==> src/rtl/tsi_pkg.sv <==
package tsi_pkg;
  localparam int BYTE_W = 8;
  localparam logic [4:0] ADDR_FIXED = 5'b10010;
  localparam logic [6:0] ARA_ADDR   = 7'b0001100;
  localparam logic [7:0] GC_RESET   = 8'h06;
  localparam logic [4:0] HS_PREFIX  = 5'b00001;

  typedef enum logic [2:0] {
    ST_IDLE, ST_RX, ST_RX_ACKW, ST_ACK, ST_TX, ST_TX_ACKW, ST_MACK
  } tsi_state_e;

  typedef enum logic [2:0] {
    CX_ADDR, CX_PTR, CX_MS, CX_LS, CX_GC, CX_SINK
  } tsi_ctx_e;

  typedef enum logic [2:0] {
    AK_NONE, AK_SELF_W, AK_SELF_R, AK_GCALL, AK_ARA, AK_HS
  } tsi_addr_e;

  function automatic logic [6:0] own_addr(input logic [1:0] strap);
    return {ADDR_FIXED, strap};
  endfunction

  function automatic tsi_addr_e classify(input logic [7:0] b,
                                         input logic [6:0] own,
                                         input logic alert);
    if (b[7:1] == own)                          return b[0] ? AK_SELF_R : AK_SELF_W;
    else if (b == 8'h00)                        return AK_GCALL;
    else if (b[7:1] == ARA_ADDR && b[0] && alert) return AK_ARA;
    else if (b[7:3] == HS_PREFIX)               return AK_HS;
    else                                        return AK_NONE;
  endfunction
endpackage

==> src/rtl/tsi_sync.sv <==
module tsi_sync #(
  parameter int STAGES = 2
) (
  input  logic clk,
  input  logic rst_n,
  input  logic d,
  output logic lvl,
  output logic rise,
  output logic fall
);
  logic [STAGES-1:0] chain;
  logic prev;

  always_ff @(posedge clk or negedge rst_n) begin
    if (!rst_n) begin
      chain <= '1;
      prev  <= 1'b1;
    end else begin
      chain <= {chain[STAGES-2:0], d};
      prev  <= chain[STAGES-1];
    end
  end

  assign lvl  = chain[STAGES-1];
  assign rise = lvl & ~prev;
  assign fall = ~lvl & prev;
endmodule

==> src/rtl/tsi_timeout.sv <==
module tsi_timeout #(
  parameter int TIMEOUT_CYC = 3_000_000
) (
  input  logic clk,
  input  logic rst_n,
  input  logic active,
  input  logic scl_low,
  output logic hit
);
  localparam int CW = $clog2(TIMEOUT_CYC + 1);
  localparam logic [CW-1:0] LAST = CW'(TIMEOUT_CYC - 1);
  logic [CW-1:0] cnt;

  assign hit = active && scl_low && (cnt == LAST);

  always_ff @(posedge clk or negedge rst_n) begin
    if (!rst_n)                          cnt <= '0;
    else if (!active || !scl_low || hit) cnt <= '0;
    else                                 cnt <= cnt + 1'b1;
  end
endmodule

==> src/rtl/tsi_regfile.sv <==
module tsi_regfile #(
  parameter int          BW         = 8,
  parameter int          W          = 2 * BW,
  parameter logic [W-1:0] CFG_INIT  = 16'h60A0,
  parameter logic [W-1:0] LOW_INIT  = 16'h4B00,
  parameter logic [W-1:0] HIGH_INIT = 16'h5000
) (
  input  logic          clk,
  input  logic          rst_n,
  input  logic          wr_ms,
  input  logic          wr_ls,
  input  logic          gc_rst,
  input  logic [1:0]    sel,
  input  logic [BW-1:0] wdata,
  input  logic [W-1:0]  temp_i,
  output logic [W-1:0]  cfg_o,
  output logic [W-1:0]  tlow_o,
  output logic [W-1:0]  thigh_o,
  output logic [W-1:0]  rd_word
);
  localparam int NREG = 3;
  localparam logic [W-1:0] INIT [NREG] = '{CFG_INIT, LOW_INIT, HIGH_INIT};
  logic [W-1:0] held [NREG];

  for (genvar g = 0; g < NREG; g++) begin : g_reg
    localparam logic [1:0] IDX = 2'(g + 1);
    always_ff @(posedge clk or negedge rst_n) begin
      if (!rst_n)      held[g] <= INIT[g];
      else if (gc_rst) held[g] <= INIT[g];
      else if (sel == IDX) begin
        if (wr_ms) held[g][W-1:BW] <= wdata;
        if (wr_ls) held[g][BW-1:0] <= wdata;
      end
    end
  end

  assign cfg_o   = held[0];
  assign tlow_o  = held[1];
  assign thigh_o = held[2];

  always_comb begin
    case (sel)
      2'd0:    rd_word = temp_i;
      2'd1:    rd_word = held[0];
      2'd2:    rd_word = held[1];
      default: rd_word = held[2];
    endcase
  end
endmodule

==> src/rtl/tsi_ctrl.sv <==
module tsi_ctrl
  import tsi_pkg::*;
#(
  parameter int BW = 8,
  parameter int W  = 2 * BW
) (
  input  logic          clk,
  input  logic          rst_n,
  input  logic          scl_rise,
  input  logic          scl_fall,
  input  logic          sda_lvl,
  input  logic          ev_start,
  input  logic          ev_stop,
  input  logic          to_hit,
  input  logic [1:0]    strap,
  input  logic          alert_act,
  input  logic          alert_stat,
  input  logic [W-1:0]  rd_word,
  output logic          busy,
  output logic          sda_oe,
  output logic          hs_mode,
  output logic [BW-1:0] ptr,
  output logic          ptr_load,
  output logic          wr_ms,
  output logic          wr_ls,
  output logic [BW-1:0] wdata,
  output logic          gc_rst,
  output logic          alert_clr,
  output logic          arb_lost
);
  localparam int BC_W = $clog2(BW);
  localparam logic [BC_W-1:0] LAST_BIT = BC_W'(BW - 1);

  tsi_state_e     st;
  tsi_ctx_e       cx;
  logic [BC_W-1:0] bitc;
  logic [BW-1:0]  sh, tx;
  logic           ack_q, rd_q, ara_q, lsb_q, cont_q;

  logic [BW-1:0] rx_byte;
  logic [6:0]    own;
  tsi_addr_e     kind;

  assign rx_byte = {sh[BW-2:0], sda_lvl};
  assign own     = own_addr(strap);
  assign kind    = classify(rx_byte, own, alert_act);
  assign busy    = (st != ST_IDLE);

  always_ff @(posedge clk or negedge rst_n) begin
    if (!rst_n) begin
      st <= ST_IDLE; cx <= CX_ADDR; bitc <= '0; sh <= '0; tx <= '1;
      ack_q <= 1'b0; rd_q <= 1'b0; ara_q <= 1'b0; lsb_q <= 1'b0; cont_q <= 1'b0;
      sda_oe <= 1'b0; hs_mode <= 1'b0; ptr <= '0; wdata <= '0;
      ptr_load <= 1'b0; wr_ms <= 1'b0; wr_ls <= 1'b0; gc_rst <= 1'b0;
      alert_clr <= 1'b0; arb_lost <= 1'b0;
    end else begin
      ptr_load <= 1'b0; wr_ms <= 1'b0; wr_ls <= 1'b0; gc_rst <= 1'b0;
      alert_clr <= 1'b0; arb_lost <= 1'b0;
      if (to_hit) begin
        st <= ST_IDLE; sda_oe <= 1'b0;
      end else if (ev_start) begin
        st <= ST_RX; cx <= CX_ADDR; bitc <= '0; sda_oe <= 1'b0; ara_q <= 1'b0;
      end else if (ev_stop) begin
        st <= ST_IDLE; sda_oe <= 1'b0; hs_mode <= 1'b0;
      end else begin
        unique case (st)
          ST_IDLE: ;
          ST_RX: if (scl_rise) begin
            sh <= rx_byte;
            if (bitc != LAST_BIT) bitc <= bitc + 1'b1;
            else begin
              bitc  <= '0;
              st    <= ST_RX_ACKW;
              wdata <= rx_byte;
              ack_q <= 1'b1;
              rd_q  <= 1'b0;
              unique case (cx)
                CX_ADDR: begin
                  unique case (kind)
                    AK_SELF_W: cx <= CX_PTR;
                    AK_SELF_R: begin
                      rd_q <= 1'b1; lsb_q <= 1'b0; tx <= rd_word[W-1:BW];
                    end
                    AK_GCALL: cx <= CX_GC;
                    AK_ARA: begin
                      rd_q <= 1'b1; ara_q <= 1'b1; tx <= {own, alert_stat};
                    end
                    AK_HS: begin
                      ack_q <= 1'b0; hs_mode <= 1'b1;
                    end
                    default: ack_q <= 1'b0;
                  endcase
                end
                CX_PTR: begin
                  ptr <= rx_byte; ptr_load <= 1'b1; cx <= CX_MS;
                end
                CX_MS: begin
                  wr_ms <= 1'b1; cx <= CX_LS;
                end
                CX_LS: begin
                  wr_ls <= 1'b1; cx <= CX_SINK;
                end
                CX_GC: begin
                  if (rx_byte == GC_RESET) begin
                    gc_rst <= 1'b1; ptr <= '0;
                  end
                  cx <= CX_SINK;
                end
                default: ;
              endcase
            end
          end
          ST_RX_ACKW: if (scl_fall) begin
            sda_oe <= ack_q; st <= ST_ACK;
          end
          ST_ACK: if (scl_fall) begin
            bitc <= '0;
            if (!ack_q) begin
              st <= ST_IDLE; sda_oe <= 1'b0;
            end else if (rd_q) begin
              st <= ST_TX; sda_oe <= ~tx[BW-1];
            end else begin
              st <= ST_RX; sda_oe <= 1'b0;
            end
          end
          ST_TX: begin
            if (scl_rise) begin
              if (ara_q && tx[BW-1] && !sda_lvl) begin
                arb_lost <= 1'b1; st <= ST_IDLE; sda_oe <= 1'b0;
              end else if (bitc == LAST_BIT) begin
                st <= ST_TX_ACKW;
                if (ara_q) alert_clr <= 1'b1;
              end else begin
                bitc <= bitc + 1'b1;
              end
            end else if (scl_fall) begin
              tx <= {tx[BW-2:0], 1'b1}; sda_oe <= ~tx[BW-2];
            end
          end
          ST_TX_ACKW: if (scl_fall) begin
            sda_oe <= 1'b0; st <= ST_MACK;
          end
          ST_MACK: begin
            if (scl_rise) cont_q <= !sda_lvl && !ara_q && !lsb_q;
            else if (scl_fall) begin
              if (cont_q) begin
                tx <= rd_word[BW-1:0]; lsb_q <= 1'b1; bitc <= '0;
                sda_oe <= ~rd_word[BW-1]; st <= ST_TX;
              end else begin
                st <= ST_IDLE;
              end
            end
          end
          default: st <= ST_IDLE;
        endcase
      end
    end
  end
endmodule

==> src/rtl/tsense_i2c_slave.sv <==
module tsense_i2c_slave #(
  parameter int           SYNC_STAGES = 2,
  parameter int           TIMEOUT_CYC = 3_000_000,
  parameter logic [15:0]  CFG_INIT    = 16'h60A0,
  parameter logic [15:0]  TLOW_INIT   = 16'h4B00,
  parameter logic [15:0]  THIGH_INIT  = 16'h5000
) (
  input  logic        clk,
  input  logic        rst_n,
  input  logic        scl_i,
  input  logic        sda_i,
  output logic        sda_oe_o,
  input  logic [1:0]  strap_i,
  input  logic [15:0] temp_i,
  input  logic        alert_act_i,
  input  logic        alert_stat_i,
  output logic        alert_clr_o,
  output logic [15:0] cfg_o,
  output logic [15:0] tlow_o,
  output logic [15:0] thigh_o,
  output logic        hs_mode_o
);
  localparam int BW = tsi_pkg::BYTE_W;
  localparam int W  = 2 * BW;
  localparam int NL = 2;

  logic [NL-1:0] raw, lvl, rise, fall;
  assign raw = {scl_i, sda_i};

  for (genvar g = 0; g < NL; g++) begin : g_sync
    tsi_sync #(.STAGES(SYNC_STAGES)) u_sync (
      .clk(clk), .rst_n(rst_n), .d(raw[g]),
      .lvl(lvl[g]), .rise(rise[g]), .fall(fall[g])
    );
  end

  logic scl_lvl, scl_rise, scl_fall, sda_lvl;
  logic ev_start, ev_stop, to_hit, busy;
  logic ptr_load, wr_ms, wr_ls, gc_rst, arb_lost;
  logic [BW-1:0] ptr, wdata;
  logic [W-1:0]  rd_word;

  assign scl_lvl  = lvl[1];
  assign scl_rise = rise[1];
  assign scl_fall = fall[1];
  assign sda_lvl  = lvl[0];
  assign ev_start = scl_lvl && !scl_rise && fall[0];
  assign ev_stop  = scl_lvl && !scl_rise && rise[0];

  tsi_timeout #(.TIMEOUT_CYC(TIMEOUT_CYC)) u_to (
    .clk(clk), .rst_n(rst_n), .active(busy), .scl_low(!scl_lvl), .hit(to_hit)
  );

  tsi_ctrl #(.BW(BW), .W(W)) u_ctrl (
    .clk(clk), .rst_n(rst_n), .scl_rise(scl_rise), .scl_fall(scl_fall),
    .sda_lvl(sda_lvl), .ev_start(ev_start), .ev_stop(ev_stop), .to_hit(to_hit),
    .strap(strap_i), .alert_act(alert_act_i), .alert_stat(alert_stat_i),
    .rd_word(rd_word), .busy(busy), .sda_oe(sda_oe_o), .hs_mode(hs_mode_o),
    .ptr(ptr), .ptr_load(ptr_load), .wr_ms(wr_ms), .wr_ls(wr_ls),
    .wdata(wdata), .gc_rst(gc_rst), .alert_clr(alert_clr_o), .arb_lost(arb_lost)
  );

  tsi_regfile #(.BW(BW), .W(W), .CFG_INIT(CFG_INIT), .LOW_INIT(TLOW_INIT),
                .HIGH_INIT(THIGH_INIT)) u_regs (
    .clk(clk), .rst_n(rst_n), .wr_ms(wr_ms), .wr_ls(wr_ls), .gc_rst(gc_rst),
    .sel(ptr[1:0]), .wdata(wdata), .temp_i(temp_i), .cfg_o(cfg_o),
    .tlow_o(tlow_o), .thigh_o(thigh_o), .rd_word(rd_word)
  );
endmodule

==> config.mk <==
export PLATFORM = sky130hd
export DESIGN_NAME = tsense_i2c_slave
export DESIGN_NICKNAME = d
export VERILOG_FILES = /design/src/rtl/tsi_pkg.sv /design/src/rtl/tsi_sync.sv /design/src/rtl/tsi_timeout.sv /design/src/rtl/tsi_regfile.sv /design/src/rtl/tsi_ctrl.sv /design/src/rtl/tsense_i2c_slave.sv
export SDC_FILE = /design/constraint.sdc
export NUM_CORES = 1
export LEC_CHECK = 0
export ABC_AREA = 1
export BUFFER_PORTS_ARGS = -buffer_cell sky130_fd_sc_hd__buf_2
export CAP_MARGIN = 20
export CORE_MARGIN = 2
export CORE_UTILIZATION = 55
export DETAILED_ROUTE_END_ITERATION = 10
export PLACE_DENSITY = 0.76
export SLEW_MARGIN = 20
export SYNTH_ARGS = -nofsm -noshare
export SYNTH_HDL_FRONTEND = slang
export SYNTH_SLANG_ARGS = --single-unit
==> constraint.sdc <==
create_clock -name clk -period 2.3 [get_ports clk]
set_input_delay 0.23 -clock clk [delete_from_list [all_inputs] [get_ports clk]]
set_output_delay 0.23 -clock clk [all_outputs]
set_load 0.01 [all_outputs]
### After elaboration in Yosys (flattened, before gate mapping)

Cells that the tools add are included.

* add/subtract/negate cells: 2
* equal/unequal tests: 61
* multiplexer cells: 133
* bitwise gates (word level): 15
* reductions and logical operators: 64

Operator list (number)
* 3-bit 2-to-1 mux: 36
* 16-bit 2-to-1 mux: 6
* 8-bit 2-to-1 mux: 10
* 1-bit 2-to-1 mux: 68
* 16-bit one-hot mux with 3 select lines: 1
* 5-bit inequality test (second input constant): 8
* 2-bit nonzero test: 15
* 3-bit inequality test (second input constant): 9
* 3-bit one-hot mux with 4 select lines: 2
* 8-bit one-hot mux with 3 select lines: 1
* 22-bit by 1-bit adder with 22-bit output (second input constant): 1
* 22-bit == test (second input constant): 1
* 22-bit 2-to-1 mux: 1
* 2-bit inequality test (second input constant): 11
* 11-bit AND reduction: 2
* 3-bit == test (second input constant): 7
* 3-bit one-hot mux with 7 select lines: 1
* 7-bit AND reduction: 3
* 3-bit by 2-bit == test with 1-bit output (second input constant): 6
* 8-bit one-hot mux with 2 select lines: 1
* 13-bit AND reduction: 1
* 2-bit AND reduction: 6
* 1-bit logical AND: 11
* 1-bit NOT: 11
* other kinds (36): 56

* flip-flop bits (word level): 121
* input port bits: 24
* word-level logic and storage cells: 304

### Longest topological paths before layout

* depth in word-level cells: 14
* depth in mapped cells: 13
* depth with buffers taken out: 12

### Cells and area by module

A second synthesis with hierarchy kept.

* cells, all modules: 1020
* area total of the unflattened synthesis: 7449.6 um^2

Modules (own cells, without submodules)
* tsi_ctrl: instances 1, cells an instance 472, area an instance 3323.2 um^2
* tsi_regfile: instances 1, cells an instance 333, area an instance 2539.9 um^2
* tsi_timeout: instances 1, cells an instance 194, area an instance 1372.6 um^2
* tsi_sync: instances 2, cells an instance 7, area an instance 93.8 um^2
* tsense_i2c_slave: instances 1, cells an instance 7, area an instance 26.3 um^2

### Worst setup path after synthesis

No wires, ideal clock.

* path type: reg-to-reg
* start: reg g_sync[1].u_sync.chain[1]
* end: reg u_ctrl.wdata[3]
* data arrival time: 1.713 ns
* required time: 2.178 ns
* path slack: 0.465 ns
* stages on the path, launching flop included: 12
* cell sequence: dfstp_2 > ha_1 > nand2_1 > nor2_4 > inv_2 > nand2_1 > inv_1 > nand2_1 > clkinv_1 > nand2_2 > buf_4 > o21ai_2

* word-level cells in the longest chain between the ends: 6
* elaborated cells on any way between the ends: 12
* classes of those cells: 4 x bitwise; 8 x reduce/logical

RTL lines
* from (decl): line tsi_sync.sv:11 `logic [STAGES-1:0] chain;`
* from (signal assigned): line tsi_sync.sv:19 `chain <= {chain[STAGES-2:0], d};`
* 1-bit bitwise AND: line tsi_sync.sv:25 `assign rise = lvl & ~prev;`
* 1-bit logical NOT: line tsense_i2c_slave.sv:47, tsense_i2c_slave.sv:48
* 1-bit logical AND: line tsense_i2c_slave.sv:47, tsense_i2c_slave.sv:48
* 1-bit logical AND, on equally long branches: line tsense_i2c_slave.sv:48, tsense_i2c_slave.sv:47
* 1-bit NOT (no line)
* 6-bit AND reduction (no line) (*)
* to (signal assigned): line tsi_ctrl.sv:74 `wdata <= rx_byte;`
* to (decl): line tsi_ctrl.sv:26 `output logic [BW-1:0] wdata,`

Every way passes the cells marked *; elsewhere a longest branch is shown, timed or not.
A chain may end at the register's enable or synchronous reset.

### Worst setup path after layout

Same ends and word-level chain as after synthesis.

==> results.cfg <==
[layout]
diodes = 0
fin_util_pct = 66.8
area_growth_pct = 17.6
final_cells = 1114
drive_above_1_share_pct = 18.2
nFillCells = 999
fin_nets = 988
final_cell_area_sq_mm = 0.00766

[pwr]
power_density_mw_per_mm2 = 817
total_power_mw = 6.26
irDropWorstVdd_mv = 0.574
p_leak_nw = 3.86

[timing]
setup_tns_ps = 0
fin_crit_sh_pct = 91.4
min_period_ps = 2100
hold_viol_final = 0
max_freq_mhz = 476
setup_violations = 0
slew_viol_final = 0
rsz0062_at_grt = false
tightest_slew_ps = 617
skew_ps = 7.50
setup_slack_ps = 198
whs_ps = 259
slew_headroom_pct = 58.9

[clocking]
htree_levels = 4
numClockSinks = 121
clk_pin_slew_ps = 50
clock_path_buffers = 2
numCtsBuffers = 17
cts_tree = built
ctsResizeCount = 0
cts_root_buffer = clkbuf_16
clock_latency_ps = 420

[global_route]
grt_pass1_wl_mm = 28.3
grt_pass1_vias = 5821
grt_overflow_total = 0
grt-busiest-layer = met2
grt_use_total_pct = 28.3
grt_use_met1_pct = 36.9
antenna_found_initial = 0
grt_max_degree = 47
use_met2_pct = 45.0
met3_usage_pct = 5.78

[critical_path]
crit_family = simple AND/OR/NAND/NOR gates
cp.depth = 11
r2r_start = g_sync[1].u_sync.chain[1]
cp.arrival_ps = 2440
critPathCaptureType = flop
rr_worst_depth = 11
critPathMostFrequentCell = nand2_1
cp_slowest_cell = dfstp_2
reg2reg_slack_ps = 200
worstPathCellList = ha_1, nand2_1, nor2_4, inv_2, nand2_1, inv_1, nand2_1, clkinv_1, nand2_2, nand2_1, o21ai_2
path_class = flop to flop
path_buf_inv = 3
cp.required_ps = 2640
worstPathMaxFanout = 23
r2r-end = u_ctrl.wdata[3]
critPathMaxStageDelay_ps = 570
crit_start = g_sync[1].u_sync.chain[1]
critPathLaunchType = flop
crit_path_end = u_ctrl.wdata[3]

[detailed_routing]
wl_mm = 17.1
wl_per_cell_microns = 15.4
routed-via-count = 6152
firstDrtPassIters = 6
via_per_inst = 5.52
ant_nets = 0
drtIter0Drc = 596
drc = 0

[job]
drv_cap = 0

[yosys]
synth_top_area_share_pct = 37.3
synth_ff_type = dfrtp_1
yosys_register_bits = 121
synth.yosys.seq_area_share_pct = 46.9
synth_common_cells = nand2_1 (280), dfrtp_1 (97), inv_1 (93), nor2_1 (90), o21ai_0 (55)
synth_edf_count = 0
muxShareOfSynthArea_pct = 0.864
synth_top_family_by_area = simple AND/OR/NAND/NOR gates
synth_area_leaders = dfrtp_1 (37%), nand2_1 (16%), dfstp_2 (9.7%), inv_1 (5.4%), nor2_1 (5.2%)
synth_warnings = 0
synth.most_common_cell = nand2_1
async_flop_share_pct = 100
synthAdderAreaFrac_pct = 1.15
syn_area_sq_mm = 0.00651
synth.avg_cell_area_sq_um = 7.52
syn_inst = 866
synth_compound_area_share_pct = 11.0
yosysUniqueCellTypes = 38
yosys.area_share.simple_pct = 31.6
syn-num-nets = 896
synth_xor_area_share_pct = 0.807
synth_top_area_cell = dfrtp_1

[die]
die_w_microns = 113
num_rows = 39
die_y_microns = 113
coreArea_sq_mm = 0.0115
top_level_ports = 75
start_util_pct = 56.8
die-area_sq_mm = 0.0127

[placed_design]
io_buffer_count = 74
place_ws_ps = 249
place_inst = 1079
dpl-instance-area_sq_mm = 0.00710
dp_hpwl_mm = 12.6
place_congestion = 0.944

[min_path]
min_path_type = input pin to flop
min-delay-start = alert_stat_i

[outcome]
status = finished, final reports clean
worst reg2reg max path, stage by stage (launching register included):
cell and delay [ps]:
dfstp_2 570, ha_1 170, nand2_1 90, nor2_4 100
inv_2 90, nand2_1 90, inv_1 110, nand2_1 100
clkinv_1 90, nand2_2 370, nand2_1 160, o21ai_2 90
flip-flops by register name, summed over array words and instances (netlist names), 2 cells and up:
name                 cells
g_sync.u_sync.chain      4
g_sync.u_sync.prev       2
u_ctrl.bitc              3
u_ctrl.cx                3
u_ctrl.ptr               2
u_ctrl.sh                7
u_ctrl.st                3
u_ctrl.tx                8
u_ctrl.wdata             8
u_regs.cfg_o            16
u_regs.thigh_o          16
u_regs.tlow_o           16
u_to.cnt                22
worst min-delay path by stage:
stage | endpoint | cells after the start | slack [ps]
global placement | u_to.cnt[20] | 1 | 280
floorplan | u_ctrl.ack_q | 0 | -70
finish | u_ctrl.tx[0] | 6 | 260
detailed placement | u_to.cnt[20] | 1 | 290
global route | u_ctrl.tx[0] | 6 | 310
CTS | u_ctrl.tx[0] | 6 | 250
layer usage:
| layer | up-vias | routed length (microns) |
|---|---|---|
| met3 | 51 | 1190 |
| met5 | - | 0 |
| met2 | 262 | 7940 |
| met1 | 2854 | 7390 |
| met4 | 0 | 618 |
| li1 | 2985 | - |
final cells by class:
cell class | instances | area (sq um) | area share (%)
clock buffers | 28 | 487 | 6.36
repair buffers | 94 | 556 | 7.25
inverters | 100 | 375 | 4.90
flip-flops and latches | 121 | 3060 | 39.9
well taps | 143 | 179 | 2.34
multi-input cells | 624 | 2960 | 38.6
clock inverters | 4 | 45.0 | 0.588
what timing repair did:
action,4_1_cts,5_1_grt
buffers inserted,0,0
hold buffers,3,0
hold endpoints to repair,39,0
power by group:
group	switching [mW]	internal (mW)	leakage, nW
sequential	0.177	2.38	1.58
clock	0.889	1.53	0.260
combinational	0.852	0.428	2.02
cells by family after synthesis:
family	after synthesis
and+or+nand+nor	483
AOI/OAI and AO/OA	124
buffers and inverters	121
DFF	121
xor gates and xnor gates	6
adders and majority gates	6
muxes	5
cell usage in the layout, fill, tap and decap left out, types with 6 or more instances in the layout:
master	n
buf_2	73
nor3_1	18
nor2_1	90
nand2_1	280
dfstp_2	24
ha_1	6
o21ai_1	13
o21ai_2	10
buf_4	16
dfrtp_1	97
o21ai_0	55
nand3_1	53
a21oi_1	21
a31oi_1	10
nand4_1	12
clkbuf_16	17
clkbuf_1	9
nand3_2	6
o2111ai_1	8
inv_1	93
Note: power is estimated with default switching activity, not from simulation.
